**config.mk**
```make
export PLATFORM = sky130hd
export DESIGN_NAME = iot_xy_plot
export DESIGN_NICKNAME = d
export VERILOG_FILES = /design/src/rtl/iot_xy_pkg.sv /design/src/rtl/iot_dev_decode.sv /design/src/rtl/coord_reg.sv /design/src/rtl/plot_strobe.sv /design/src/rtl/iot_xy_plot.sv
export SDC_FILE = /design/constraint.sdc
export NUM_CORES = 1
export LEC_CHECK = 0
export ABC_AREA = 1
export BUFFER_PORTS_ARGS = -buffer_cell sky130_fd_sc_hd__buf_2
export CAP_MARGIN = 20
export CORE_ASPECT_RATIO = 1.4
export CORE_MARGIN = 4
export CORE_UTILIZATION = 42
export CTS_CLUSTER_SIZE = 40
export DETAILED_ROUTE_END_ITERATION = 6
export MAX_ROUTING_LAYER = met4
export PLACE_DENSITY = 0.8
export SETUP_SLACK_MARGIN = 0.4
export SLEW_MARGIN = 10
export SYNTH_ARGS = -nofsm -noshare
export SYNTH_HDL_FRONTEND = slang
export SYNTH_HIERARCHICAL = 1
export SYNTH_SLANG_ARGS = --single-unit
export TNS_END_PERCENT = 1
```
**constraint.sdc**
```tcl
create_clock -name clk -period 0.8 [get_ports clk]
set_clock_uncertainty 0.1 [all_clocks]
set_input_delay 0.12 -clock clk [delete_from_list [all_inputs] [get_ports clk]]
set_output_delay 0.12 -clock clk [all_outputs]
set_load 0.01 [all_outputs]
```
**src/rtl/iot_xy_pkg.sv**
```systemverilog
package iot_xy_pkg;
  localparam int WORD_W  = 12;
  localparam int COORD_W = 10;
  localparam int DEV_W   = 6;
  localparam int DEV_LSB = 3;
  localparam int OPC_W   = 3;
  localparam logic [OPC_W-1:0] OPC_IOT = 3'o6;

  typedef struct packed {
    logic clr;
    logic ld;
    logic plot;
  } iot_ops_t;
endpackage

```
**src/rtl/iot_dev_decode.sv**
```systemverilog
module iot_dev_decode
  import iot_xy_pkg::*;
#(
  parameter logic [DEV_W-1:0] DEV_CODE = 6'o05
) (
  input  logic [WORD_W-1:0] instr,
  input  logic              io_pulse1,
  input  logic              io_pulse2,
  input  logic              io_pulse3,
  output logic              hit,
  output iot_ops_t          ops
);
  localparam int OPC_LSB = WORD_W - OPC_W;

  always_comb begin
    hit      = (instr[WORD_W-1:OPC_LSB] == OPC_IOT) &&
               (instr[DEV_LSB+DEV_W-1:DEV_LSB] == DEV_CODE);
    ops.clr  = hit && io_pulse1 && instr[0];
    ops.ld   = hit && io_pulse2 && instr[1];
    ops.plot = hit && io_pulse3 && instr[2];
  end
endmodule

```
**src/rtl/coord_reg.sv**
```systemverilog
module coord_reg #(
  parameter int W = 10
) (
  input  logic         clk,
  input  logic         rst_n,
  input  logic         init,
  input  logic         clr,
  input  logic         ld,
  input  logic [W-1:0] d,
  output logic [W-1:0] q
);
  logic         en;
  logic [W-1:0] q_nxt;

  always_comb begin
    en    = init | clr | ld;
    q_nxt = q;
    if (init || clr) q_nxt = '0;
    else if (ld)     q_nxt = d;
  end

  always_ff @(posedge clk or negedge rst_n) begin
    if (!rst_n)  q <= '0;
    else if (en) q <= q_nxt;
  end

  assert_hold_R9: assert property (@(posedge clk) disable iff (!rst_n)
    !(init || clr || ld) |=> $stable(q));
  assert_clear_R2: assert property (@(posedge clk) disable iff (!rst_n)
    (clr && !init) |=> (q == '0));
  assert_clear_wins_R6: assert property (@(posedge clk) disable iff (!rst_n)
    (clr && ld) |=> (q == '0));
  assert_init_R7: assert property (@(posedge clk) disable iff (!rst_n)
    init |=> (q == '0));
endmodule

```
**src/rtl/plot_strobe.sv**
```systemverilog
module plot_strobe (
  input  logic clk,
  input  logic rst_n,
  input  logic init,
  input  logic fire,
  output logic req
);
  logic req_nxt;

  always_comb req_nxt = fire & ~init;

  always_ff @(posedge clk or negedge rst_n) begin
    if (!rst_n) req <= 1'b0;
    else        req <= req_nxt;
  end
endmodule

```
**src/rtl/iot_xy_plot.sv**
```systemverilog
module iot_xy_plot
  import iot_xy_pkg::*;
#(
  parameter logic [DEV_W-1:0] X_DEV = 6'o05,
  parameter logic [DEV_W-1:0] Y_DEV = 6'o06
) (
  input  logic               clk,
  input  logic               rst_n,
  input  logic               bus_init,
  input  logic [WORD_W-1:0]  instr,
  input  logic               io_pulse1,
  input  logic               io_pulse2,
  input  logic               io_pulse3,
  input  logic [WORD_W-1:0]  acc,
  output logic [COORD_W-1:0] x_pos,
  output logic [COORD_W-1:0] y_pos,
  output logic               plot_req
);
  localparam int N_AXIS = 2;

  iot_ops_t           ops [N_AXIS];
  logic [N_AXIS-1:0]  hit;
  logic [N_AXIS-1:0]  plot_any;
  logic [COORD_W-1:0] pos [N_AXIS];

  for (genvar g = 0; g < N_AXIS; g++) begin : g_axis
    localparam logic [DEV_W-1:0] CODE = (g == 0) ? X_DEV : Y_DEV;

    iot_dev_decode #(.DEV_CODE(CODE)) u_dec (
      .instr     (instr),
      .io_pulse1 (io_pulse1),
      .io_pulse2 (io_pulse2),
      .io_pulse3 (io_pulse3),
      .hit       (hit[g]),
      .ops       (ops[g])
    );

    coord_reg #(.W(COORD_W)) u_reg (
      .clk   (clk),
      .rst_n (rst_n),
      .init  (bus_init),
      .clr   (ops[g].clr),
      .ld    (ops[g].ld),
      .d     (acc[COORD_W-1:0]),
      .q     (pos[g])
    );

    assign plot_any[g] = ops[g].plot;
  end

  plot_strobe u_plot (
    .clk   (clk),
    .rst_n (rst_n),
    .init  (bus_init),
    .fire  (|plot_any),
    .req   (plot_req)
  );

  assign x_pos = pos[0];
  assign y_pos = pos[1];

  assert_xload_R3: assert property (@(posedge clk) disable iff (!rst_n)
    (ops[0].ld && !ops[0].clr && !bus_init) |=>
      ({{(WORD_W-COORD_W){1'b0}}, x_pos} == ($past(acc) & {{(WORD_W-COORD_W){1'b0}}, {COORD_W{1'b1}}})));
  assert_plot_src_R4: assert property (@(posedge clk) disable iff (!rst_n)
    plot_req |-> ($past(io_pulse3) && $past(instr[2]) && !$past(bus_init)));
  assert_foreign_R8: assert property (@(posedge clk) disable iff (!rst_n)
    (hit == '0 && !bus_init) |=> ($stable(x_pos) && $stable(y_pos) && !plot_req));
  assert_onehot_dev_R9: assert property (@(posedge clk) disable iff (!rst_n)
    $onehot0(hit));
endmodule

```
# ---- Yosys cells after proc, flatten, opt, wreduce, memory -nomap -nowiden
# Index checks and enable logic that the tools add are counted.
dict set report op_classes {
  addsub 0
  mul 0
  div 0
  magnitude_cmp 0
  n_eq_ne 3
  n_shift 0
  mux 4
  bitwise_logic 6
  n_reduce_logical 21
}
# cell count
set ops {}
lappend ops {{2-to-1 mux 10 bit} 4}
lappend ops {{logical AND 1 bit} 14}
lappend ops {{== test 6 x 3 -> 1 bit (second input constant)} 2}
lappend ops {{OR 1 bit} 4}
lappend ops {{AND reduction 2 bit} 2}
lappend ops {{nonzero test 2 bit} 2}
lappend ops {{== test 3 bit (second input constant)} 1}
lappend ops {{logical OR 1 bit} 2}
lappend ops {{OR reduction 2 bit} 1}
lappend ops {{bitwise AND 1 bit} 1}
lappend ops {{inverter 1 bit} 1}
dict set report totals {
  register_bits 21
  latchBits 0
  mem_bits_rw 0
  romBits 0
  input_bits 30
  wordCells 37
  mem_count 0
}

# ---- Depth between registers and ports, before layout
# Gate-level depths: netlist of the first run.
dict set report logic_depth {
  word_depth 7
  depth_mapped 10
  depth_no_buf 9
}

# ---- By module
# Netlist of the first run, hierarchy kept.
# mod n_inst cells_each area_each_um2 seq_area_each_um2
set by_module_without_submodules {}
lappend by_module_without_submodules {coord_reg 2 64 481.7 250.2}
lappend by_module_without_submodules {iot_dev_decode 2 18 76.3 0.0}
lappend by_module_without_submodules {plot_strobe 1 3 35.0 25.0}
lappend by_module_without_submodules {iot_xy_plot 1 3 11.3 0.0}

# ---- Worst setup path after synthesis of the first run
# Ideal clock, no wire load.
dict set report synth_path {
  path_type {input to register}
  from {input port instr[7]}
  to {register g_axis[0].u_reg.q[2]}
  arrival_ps 829
  t_required_ps 584
  setup_slack_ps -245
  stages 9
  n_path_buf 1
  cell_sequence {inv_1 > nand2_1 > nor2_1 > nand3_2 > nor2_1 > inv_2 > buf_4 > nor2_2 > nor2_2}
}
# element line_no
set synth_rtl {}
lappend synth_rtl {{from (decl)} iot_xy_plot.sv:10} ;# input logic [WORD_W-1:0] instr,
lappend synth_rtl {{to (signal assigned)} coord_reg.sv:24} ;# else if (en) q <= q_nxt;
lappend synth_rtl {{to (decl)} coord_reg.sv:10} ;# output logic [W-1:0] q

# ---- Worst setup path in the final report of the first run
dict set report layout_path {
  from {register g_axis[0].u_reg.q[4]}
  to {output port x_pos[4]}
}
# element line_no
set layout_rtl {}
lappend layout_rtl {{to (decl)} iot_xy_plot.sv:15} ;# output logic [COORD_W-1:0] x_pos,
# No word-level cell between the ends.

==> results.md, run 1 <==
- Ports: 51
- VDD IR max: 0.501 mV
- Vert. Die Dim: 70.0 um
- Number of port buffers: 48
- Nets: 248
- First-pass GRT wire length: 4240 um
- DRT antenna net count: 0
- Syn_area_per_cell: 6.87 um2
- Worst slew pin tran: 245 ps
- Setup violations, final: 41
- Max Root-Sink Buffers: 2
- H-Tree Depth: 1
- Finished Cell Area: 0.00154 mm2
- Critical path buffers and inverters: 1
- Post-Place Setup Slack: -569 ps
- Postcts setup bufs: 0
- Grt ovf: 0
- Min Clock Period, post-route: 1060 ps
- Clock slew at reported path FFs: 110 ps
- Worst-path fanout max: 2
- Static Leak: 0.951 nW
- CTS root buf: clkbuf_4
- Slowest stage delay, CP: 400 ps
- Post-DP HPWL: 2030 um
- Die W: 52.3 um
- Initial antenna violation count: 0
- Setup CP Type: reg2out
- Initial Util: 0.437
- DR vias/cell: 4.28
- Final weighted congestion in routability-driven placement: 0.723
- Routed vias: 1083
- Layout cell share with drive strength beyond 1: 0.355
- Crit path required time: 580 ps
- R2R Setup Slk: -10 ps
- GRT Total Usage: 0.153
- CTS tree: done
- Fin. max-slew vios: 0
- Cell Area, Synth: 0.00115 mm2
- RSZ-0062 raised after global routing: true
- Violated checks: hold timing, setup timing
- Core Region: 0.00264 mm2
- CTS Sinks: 21
- Vias in the first global route: 965
- Crit-path slowest cell: dfrtp_1
- Largest net degree at the start of global routing: 22
- Residual DRC count: 0
- CTS Buf Count: 3
- Synth warn: 6
- Period utilization: 1.33
- Pwr dens: 1150 mW/mm2
- Syn Nets: 198
- Slew headroom: 0.836
- Std cell rows: 22
- Fmax: 940 MHz
- Max-capacitance violation count: 0
- Status: finished with violations
- Drt initial violations: 19
- Crit-path cells: buf_2
- WL per Instance: 10.4 um
- CP endpoint kind: primary output
- Final hold vios: 36
- Worst hold slack: -371 ps
- Drt pass-1 iters: 4
- CP arrival: 840 ps
- DP Area: 0.00147 mm2
- Full die area: 0.00366 mm2
- HP Class: in2async
- Clk_lat worst skew: 300 ps
- Routed wire length: 2620 um
- Syn Inst Count: 168
- Antenna cell count: 0
- Startpoint types: register
- Final worst slack: -264 ps
- Crit path max-delay family: flip-flops
- Area grow syn2layout: 33.4%
## path summary, 6_finish.rpt
path	from	cells past startpoint	endpoint
setup / recovery	g_axis[0].u_reg/q[4]	1	x_pos[4]
hold / removal	rst_n	2	g_axis[0].u_reg/q[3]
setup reg to reg	g_axis[1].u_reg/q[4]	4	g_axis[1].u_reg/q[4]
hold reg to reg	g_axis[1].u_reg/q[1]	4	g_axis[1].u_reg/q[1]
max in group asynchronous	rst_n	2	u_plot/req
min in group clk	bus_init	2	u_plot/req
## report_power, final
part	internal [mW]	total (mW)	switching, mW	leakage [nW]
combinational	0.0908	0.211	0.120	0.643
sequential	1.06	1.06	0.000333	0.294
clock	0.194	0.501	0.307	0.0150
total	1.35	1.77	0.428	0.951
## timing repair
item                                    in CTS  in global routing
endpoints found under the setup margin      42                 42
resized for setup                           13                  0
endpoints found under the hold margin       37                 33
pin swaps                                   10                  0
## registers in the layout (all words and copies together) (netlist names)
signal          flops
g_axis.u_reg/q     20
u_plot/req          1
## per-layer routing
layer | up-vias | share of wire | GRT usage
met2 | 49 | 0.52 | 0.258
met5 | - | 0 | -
met1 | 461 | 0.38 | 0.187
met3 | 2 | 0.097 | 0.0192
met4 | 0 | 0.0038 | 0.0426
li1 | 571 | - | -
## layout make-up
type	instances	area, um2
fill	251	1100
sequential	21	526
multi-input combinational	110	513
timing repair buffer	49	282
inverter	33	149
tap	36	45.0
clock buffer	4	26.3
## cell usage in the layout, fill, tap and decap left out
master	n
buf_12	2
buf_2	46
buf_6	1
clkbuf_1	1
clkbuf_4	3
dfrtp_1	21
inv_1	29
inv_6	2
inv_8	2
nand2_1	51
nand2_2	2
nand3_2	2
nor2_1	38
nor2_2	9
nor2_4	8
## through the flow
stage / power, mW / std cells / util / hold slack, ps / TNS (ps)
2_1_floorplan: 1.14 / 168 / - / -276 / -4150
3_3_place_gp: 1.28 / 249 / 0.555 / -35.8 / -9960
3_5_place_dp: 1.28 / 249 / 0.555 / -36.9 / -10510
4_1_cts: 1.80 / 253 / 0.583 / -371 / -6250
5_1_grt: 1.87 / 253 / 0.583 / -375 / -8980
6_report: 1.77 / 253 / 0.583 / -371 / -6080
No activity file was read; power rests on OpenSTA's default activity.
==> inputs of run 2 (changes only) <==
--- a/config.mk
+++ b/config.mk
@@ -10,11 +10,11 @@
 export CAP_MARGIN = 20
 export CORE_ASPECT_RATIO = 1.4
 export CORE_MARGIN = 4
-export CORE_UTILIZATION = 42
+export CORE_UTILIZATION = 50
 export CTS_CLUSTER_SIZE = 40
 export DETAILED_ROUTE_END_ITERATION = 6
 export MAX_ROUTING_LAYER = met4
-export PLACE_DENSITY = 0.8
+export PLACE_DENSITY = 0.89
 export SETUP_SLACK_MARGIN = 0.4
 export SLEW_MARGIN = 10
 export SYNTH_ARGS = -nofsm -noshare
==> constraint.sdc (replaced) <==
create_clock -name clk -period 1.35 [get_ports clk]
set_clock_uncertainty 0.1 [all_clocks]
set_input_delay 0.2025 -clock clk [delete_from_list [all_inputs] [get_ports clk]]
set_output_delay 0.2025 -clock clk [all_outputs]
set_load 0.01 [all_outputs]
==> run 2 against run 1 <==
Effect of this change:
- the flow now finishes without violations
- combinational power decreased by 49%
- setup slack improved by 470 ps
- flip-flop and latch count unchanged
- clock power fell by 41%
- design area is 3.9% lower
- sequential power decreased by 41%
- critical path type unchanged
- largest cell class unchanged
==> results.md, run 2 (synthesis gave the netlist of run 1 again) <==
- Post-route insts no fill: 240 (-5.1%)
- H-Tree Depth: 1 (unchanged)
- Critical path buffers and inverters: 1 (unchanged)
- Largest regs: g_axis.u_reg/q (20), u_plot/req (1)
- Full die area: 0.00315 mm2 (-14%)
- Status: complete, no violations
- Drt initial violations: 11 (-8)
- Hold EP: u_plot/req
- RR Endpoint: g_axis[0].u_reg/q[6]
- Area grow syn2layout: 28.2%
- Crit path required time: 1050 ps (+470 ps)
- Max-capacitance violation count: 0 (unchanged)
- Crit-path cells: buf_2
- Min Clock Period, post-route: 1150 ps
- Pwr dens: 696 mW/mm2 (-40%)
- Flop pwr share: 0.611 (+0.012)
- Max Root-Sink Buffers: 2 (unchanged)
- Vias in the first global route: 1005 (+4.1%)
- Initial Util: 0.530 (+0.0934)
- WL per Instance: 9.55 um (-7.8%)
- VDD IR max: 0.502 mV (about the same)
- Die W: 48.6 um (-7.1%)
- Drt pass-1 iters: 4 (unchanged)
- Total power: 1.03 mW (-42%)
- Fmax: 872 MHz
- DR vias/cell: 4.38 (+2.2%)
- Slew headroom: 0.699 (-0.137)
- CP endpoint kind: primary output
- Max FFs per register: 20 (unchanged)
- Post-DP HPWL: 1750 um (-14%)
- Commonest non-fill, non-tap cells in the layout: 51 x nand2_1, 48 x buf_2, 40 x nor2_1, 29 x inv_1, 21 x dfrtp_1
- R2R depth: 5 (+1)
- Routed vias: 1050 (-3.0%)
- Setup TNS: 0 ps (+6080 ps)
- HP Class: in2reg
- Fin. max-slew vios: 0 (unchanged)
- Residual DRC count: 0 (unchanged)
- Gate power share: 0.104 (-0.015)
- Period utilization: 0.850
- Finished Core Util: 0.680 (+0.0970)
- Final weighted congestion in routability-driven placement: 0.764 (+5.7%)
- Antenna cell count: 0 (unchanged)
- RR Startpoint: g_axis[0].u_reg/q[6]
- Worst hold slack: 27.5 ps (+398 ps)
- Routed wire length: 2290 um (-13%)
- Net Sw Power: 0.248 mW (-42%)
- Crit path max-delay family: flip-flops
- HP Start: bus_init
- Hold-critical path depth: 2
- CTS Sinks: 21 (unchanged)
- DRT antenna net count: 0 (unchanged)
- Crit-path slowest cell: dfrtp_1
- Vert. Die Dim: 64.9 um (-7.4%)
- Final worst slack: 203 ps (+467 ps)
- Cells after DPL: 234 (-6.0%)
- First-pass GRT wire length: 4160 um (-2.0%)
- DP Area: 0.00143 mm2 (-2.6%)
- Fill count: 188 (-25%)
- Ports: 51 (unchanged)
- R2R Setup Slk: 440 ps (+450 ps)
- CP arrival: 840 ps (about the same)
- Worst-path fanout max: 2 (unchanged)
- Commonest non-fill, non-tap cell in the layout: nand2_1
- Nets: 249 (+0.40%)
- Clock share of power: 0.285 (+0.002)
- Final hold vios: 0 (-100%)
- CTS root buf: clkbuf_4
- Setup CP Type: reg2out
- Initial antenna violation count: 0 (unchanged)
- Internal power: 0.782 mW (-42%)
- Slowest stage delay, CP: 400 ps (about the same)
- Startpoint types: register
- Switching portion of total power: 0.241 (-0.000376)
- Std cell rows: 20 (-9.1%)
- Clock slew at reported path FFs: 110 ps (about the same)
- Most flops, register: g_axis.u_reg/q
- GRT Total Usage: 0.167 (+0.0145)
- Setup violations, final: 0 (-100%)
- Clk_lat worst skew: 300 ps (about the same)
- Grt ovf: 0 (unchanged)
- Post-Place Setup Slack: -71.9 ps (+497 ps)
- Core Region: 0.00218 mm2 (-18%)
- Static Leak: 0.944 nW (-0.83%)
- Number of port buffers: 48 (unchanged)
- Layout cell share with drive strength beyond 1: 0.349 (-0.00621)
- CTS Buf Count: 3 (unchanged)
- RSZ-0062 raised after global routing: true
- Largest net degree at the start of global routing: 22 (unchanged)
- Finished Cell Area: 0.00148 mm2 (-3.9%)
- CTS tree: done
- Worst slew pin tran: 451 ps (+206 ps)
[run 2: layer usage]
metal	vias up	routed length (um)	track usage
li1	571	-	-
met1	441	973	0.209
met2	34	1120	0.270
met3	4	150	0.0184
met4	0	49	0.0808
met5	-	0	-
[run 2: final cells by class]
cell class | instances | area, um2 | share of cell area
clock buffer | 3 | 22.5 | 0.0152
clock inverter | 1 | 5.00 | 0.00338
inverter | 33 | 144 | 0.0972
multi-input combinational | 110 | 498 | 0.336
sequential | 21 | 526 | 0.355
tap | 22 | 27.5 | 0.0186
timing repair buffer | 50 | 258 | 0.174
[run 2: how the worst max path moves through the flow]
stage	startpoint	end	cells past startpoint
finish	g_axis[0].u_reg/q[6]	x_pos[6]	1
global route	g_axis[0].u_reg/q[6]	x_pos[6]	1
CTS	g_axis[0].u_reg/q[0]	x_pos[0]	1
detailed placement	instr[6]	g_axis[0].u_reg/q[0]	10
global placement	instr[6]	g_axis[0].u_reg/q[0]	10
floorplan	instr[6]	g_axis[0].u_reg/q[0]	9
[run 2: power by group through the flow]
stage / combinational [mW] / clock, mW / sequential [mW]
2_1_floorplan: 0.0320 / 0 / 0.642
3_3_place_gp: 0.106 / 0 / 0.642
3_5_place_dp: 0.107 / 0 / 0.642
4_1_cts: 0.109 / 0.310 / 0.629
5_1_grt: 0.122 / 0.327 / 0.630
6_report: 0.107 / 0.294 / 0.629
[run 2: what timing repair did]
action                                 in CTS  in global routing
hold buffers                                1                  0
setup buffers                               0                  1
gates resized for setup                     0                  4
endpoints found under the hold margin      21                  0
setup endpoints to repair                  41                 41
==> inputs of run 3 (changes only) <==
--- a/config.mk
+++ b/config.mk
@@ -5,16 +5,16 @@
 export SDC_FILE = /design/constraint.sdc
 export NUM_CORES = 1
 export LEC_CHECK = 0
-export ABC_AREA = 1
+export ABC_AREA = 0
 export BUFFER_PORTS_ARGS = -buffer_cell sky130_fd_sc_hd__buf_2
 export CAP_MARGIN = 20
 export CORE_ASPECT_RATIO = 1.4
 export CORE_MARGIN = 4
-export CORE_UTILIZATION = 50
+export CORE_UTILIZATION = 44
 export CTS_CLUSTER_SIZE = 40
 export DETAILED_ROUTE_END_ITERATION = 6
 export MAX_ROUTING_LAYER = met4
-export PLACE_DENSITY = 0.89
+export PLACE_DENSITY = 0.83
 export SETUP_SLACK_MARGIN = 0.4
 export SLEW_MARGIN = 10
 export SYNTH_ARGS = -nofsm -noshare
==> constraint.sdc (replaced) <==
create_clock -name clk -period 1.06 [get_ports clk]
set_clock_uncertainty 0.1 [all_clocks]
set_input_delay 0.159 -clock clk [delete_from_list [all_inputs] [get_ports clk]]
set_output_delay 0.159 -clock clk [all_outputs]
set_load 0.01 [all_outputs]
==> run 3 against run 2 <==
Effect of this change:
- the run now ends with hold timing, setup timing left
- first-iteration DRC count is 9.1% lower
- power rose by 27%
- hold slack worse by 340 ps
- clock power increased by 23%
- global-route usage grew 0.21 points
- combinational power grew 34%
- via count is 15% lower
- count of clock-buffer cells in the layout up 1
- largest power group unchanged
==> results.md, run 3 <==
- Status: finished with violations
- Violated checks: hold timing, setup timing
- Max-capacitance violation count: 0 (unchanged)
- Fmax: 760 MHz
- Critical path buffers and inverters: 2 (+1)
- CTS Buf Count: 3 (unchanged)
- CTS tree: done
- Std cell rows: 20 (unchanged)
- First-pass GRT wire length: 3710 um (-11%)
- Cells after DPL: 164 (-30%)
- Most flops, register: g_axis.u_reg/q
- CP arrival: 1400 ps (+560 ps)
- Ports: 51 (unchanged)
- Core Region: 0.00218 mm2 (unchanged)
- Slowest stage delay, CP: 270 ps (-130 ps)
- Final worst slack: -256 ps (-459 ps)
- Grt ovf: 0 (unchanged)
- Antenna cell count: 0 (unchanged)
- H-Tree Depth: 1 (unchanged)
- Slew headroom: 0.707 (+0.00732)
- Crit-path cells: buf_6, and4bb_2, nand3b_1, nor4_4, buf_4, mux2i_1, nor2_1
- Area grow syn2layout: 41.1%
- Setup violations, final: 42 (+42)
- Fill count: 173 (-8.0%)
- Synth warn: 6 (unchanged)
- RSZ-0062 raised after global routing: true
- Layout cell share with drive strength beyond 1: 0.456 (+0.107)
- Number of port buffers: 48 (unchanged)
- Routed vias: 896 (-15%)
- Post-Place Setup Slack: -682 ps (-610 ps)
- Largest net degree at the start of global routing: 22 (unchanged)
- Syn Nets: 119 (-40%)
- Routed wire length: 2390 um (+4.3%)
- Nets: 178 (-29%)
- Crit-path slowest cell: and4bb_2
- DRT antenna net count: 0 (unchanged)
- Fin. max-slew vios: 0 (unchanged)
- Worst hold slack: -314 ps (-341 ps)
- Setup CP Type: in2reg
- Register area: 526 um2 (unchanged)
- Clock slew at reported path FFs: 110 ps (about the same)
- Final weighted congestion in routability-driven placement: 0.818 (+7.1%)
- DR vias/cell: 5.30 (+21%)
- Final hold vios: 22 (+22)
- Pwr dens: 930 mW/mm2 (+34%)
- Vias in the first global route: 913 (-9.2%)
- Commonest non-fill, non-tap cell in the layout: buf_2
- Clk_lat worst skew: 290 ps (about the same)
- Min Clock Period, post-route: 1320 ps
- VDD IR max: 0.725 mV (+45%)
- Drt pass-1 iters: 4 (unchanged)
- CTS root buf: clkbuf_4
- Max FFs per register: 20 (unchanged)
- Period utilization: 1.24
- Multi-input gate area: 469 um2 (-5.8%)
- Initial antenna violation count: 0 (unchanged)
- Full die area: 0.00310 mm2 (-1.7%)
- Worst slew pin tran: 440 ps (-11.0 ps)
- Syn_area_per_cell: 11.2 um2 (+63%)
- Static Leak: 0.701 nW (-26%)
- Cell Area, Synth: 996 um2 (-14%)
- Crit path max-delay family: simple AND/OR/NAND/NOR gates
- Commonest non-fill, non-tap cells in the layout: 42 x buf_2, 21 x dfrtp_1, 20 x mux2i_1, 20 x nor2_1, 9 x buf_4
- Post-DP HPWL: 1950 um (+11%)
- Die W: 48.2 um (-0.83%)
- Vert. Die Dim: 64.3 um (-0.88%)
- Worst-path fanout max: 5 (+3)
- Crit path required time: 1140 ps (+90 ps)
- HP Class: in2async
- Syn Inst Count: 89 (-47%)
- Post-route insts no fill: 169 (-30%)
- CP endpoint kind: register
- Residual DRC count: 0 (unchanged)
- Startpoint types: input port
- WL per Instance: 14.1 um (+48%)
- Initial Util: 0.457 (-0.0730)
- Largest regs: g_axis.u_reg/q (20), u_plot/req (1)
- Max Root-Sink Buffers: 2 (unchanged)
- Drt initial violations: 10 (-1)
- GRT Total Usage: 0.170 (+0.00211)
- CTS Sinks: 21 (unchanged)
==> run 3: final cells by class <==
| type | instances | share of cell area |
|---|---|---|
| Multi-Input combinational cell | 64 | 0.334 |
| Tap cell | 22 | 0.0196 |
| Timing Repair Buffer | 58 | 0.254 |
| Sequential cell | 21 | 0.374 |
| Clock buffer | 4 | 0.0187 |
==> run 3: layer usage <==
| metal | vias up | wire, um | share of wire | global-route usage |
|---|---|---|---|---|
| li1 | 427 | - | - | - |
| met1 | 426 | 808 | 0.34 | 0.170 |
| met2 | 39 | 1370 | 0.57 | 0.297 |
| met3 | 4 | 176 | 0.074 | 0.0338 |
| met4 | 0 | 34 | 0.014 | 0.0673 |
| met5 | - | 0 | 0 | - |
==> run 3: repair_timing <==
action,in CTS,in global routing
gates resized for setup,2,9
cloned,0,0
pin swaps,7,2
endpoints found under the hold margin,22,22
buffers inserted,1,0
setup endpoints to repair,42,42
==> run 3: metrics by stage <==
step	TNS [ps]	utilization	hold WS [ps]	power [mW]	area [um2]
6_report	-5080	0.645	-314	1.31	1410
5_1_grt	-6970	0.645	-300	1.37	1410
4_1_cts	-4850	0.621	-301	1.31	1350
3_5_place_dp	-13250	0.600	31.8	0.949	1310
3_3_place_gp	-12080	0.600	18.4	0.945	1310
2_1_floorplan	-7980	-	-237	0.855	996
==> run 3: worst reg2reg max path, delay by kind of cell (launching register included) <==
family,cells,cell delay [ps]
multiplexers,1,140
AND/OR/NAND/NOR,1,60
flip-flops,1,410
==> run 3: worst paths after layout <==
kind	startpoint	to	slack, ps	cells past startpoint
worst min register to register	g_axis[1].u_reg/q[4]	g_axis[1].u_reg/q[4]	420	2
max in group asynchronous	rst_n	g_axis[1].u_reg/q[4]	860	1
worst max register to register	g_axis[0].u_reg/q[3]	g_axis[0].u_reg/q[3]	240	2
worst min-delay path	rst_n	g_axis[0].u_reg/q[1]	-310	1
worst max-delay path	instr[8]	g_axis[0].u_reg/q[0]	-260	7
min in group clk	bus_init	u_plot/req	-50	2
==> run 3: power breakdown <==
| part | leakage, nW | total [mW] | internal, mW | switching [mW] |
|---|---|---|---|---|
| Sequential | 0.294 | 0.801 | 0.801 | 0.000155 |
| Clock | 0.0150 | 0.363 | 0.146 | 0.216 |
| Combinational | 0.392 | 0.143 | 0.0682 | 0.0751 |
| Total | 0.701 | 1.31 | 1.02 | 0.291 |
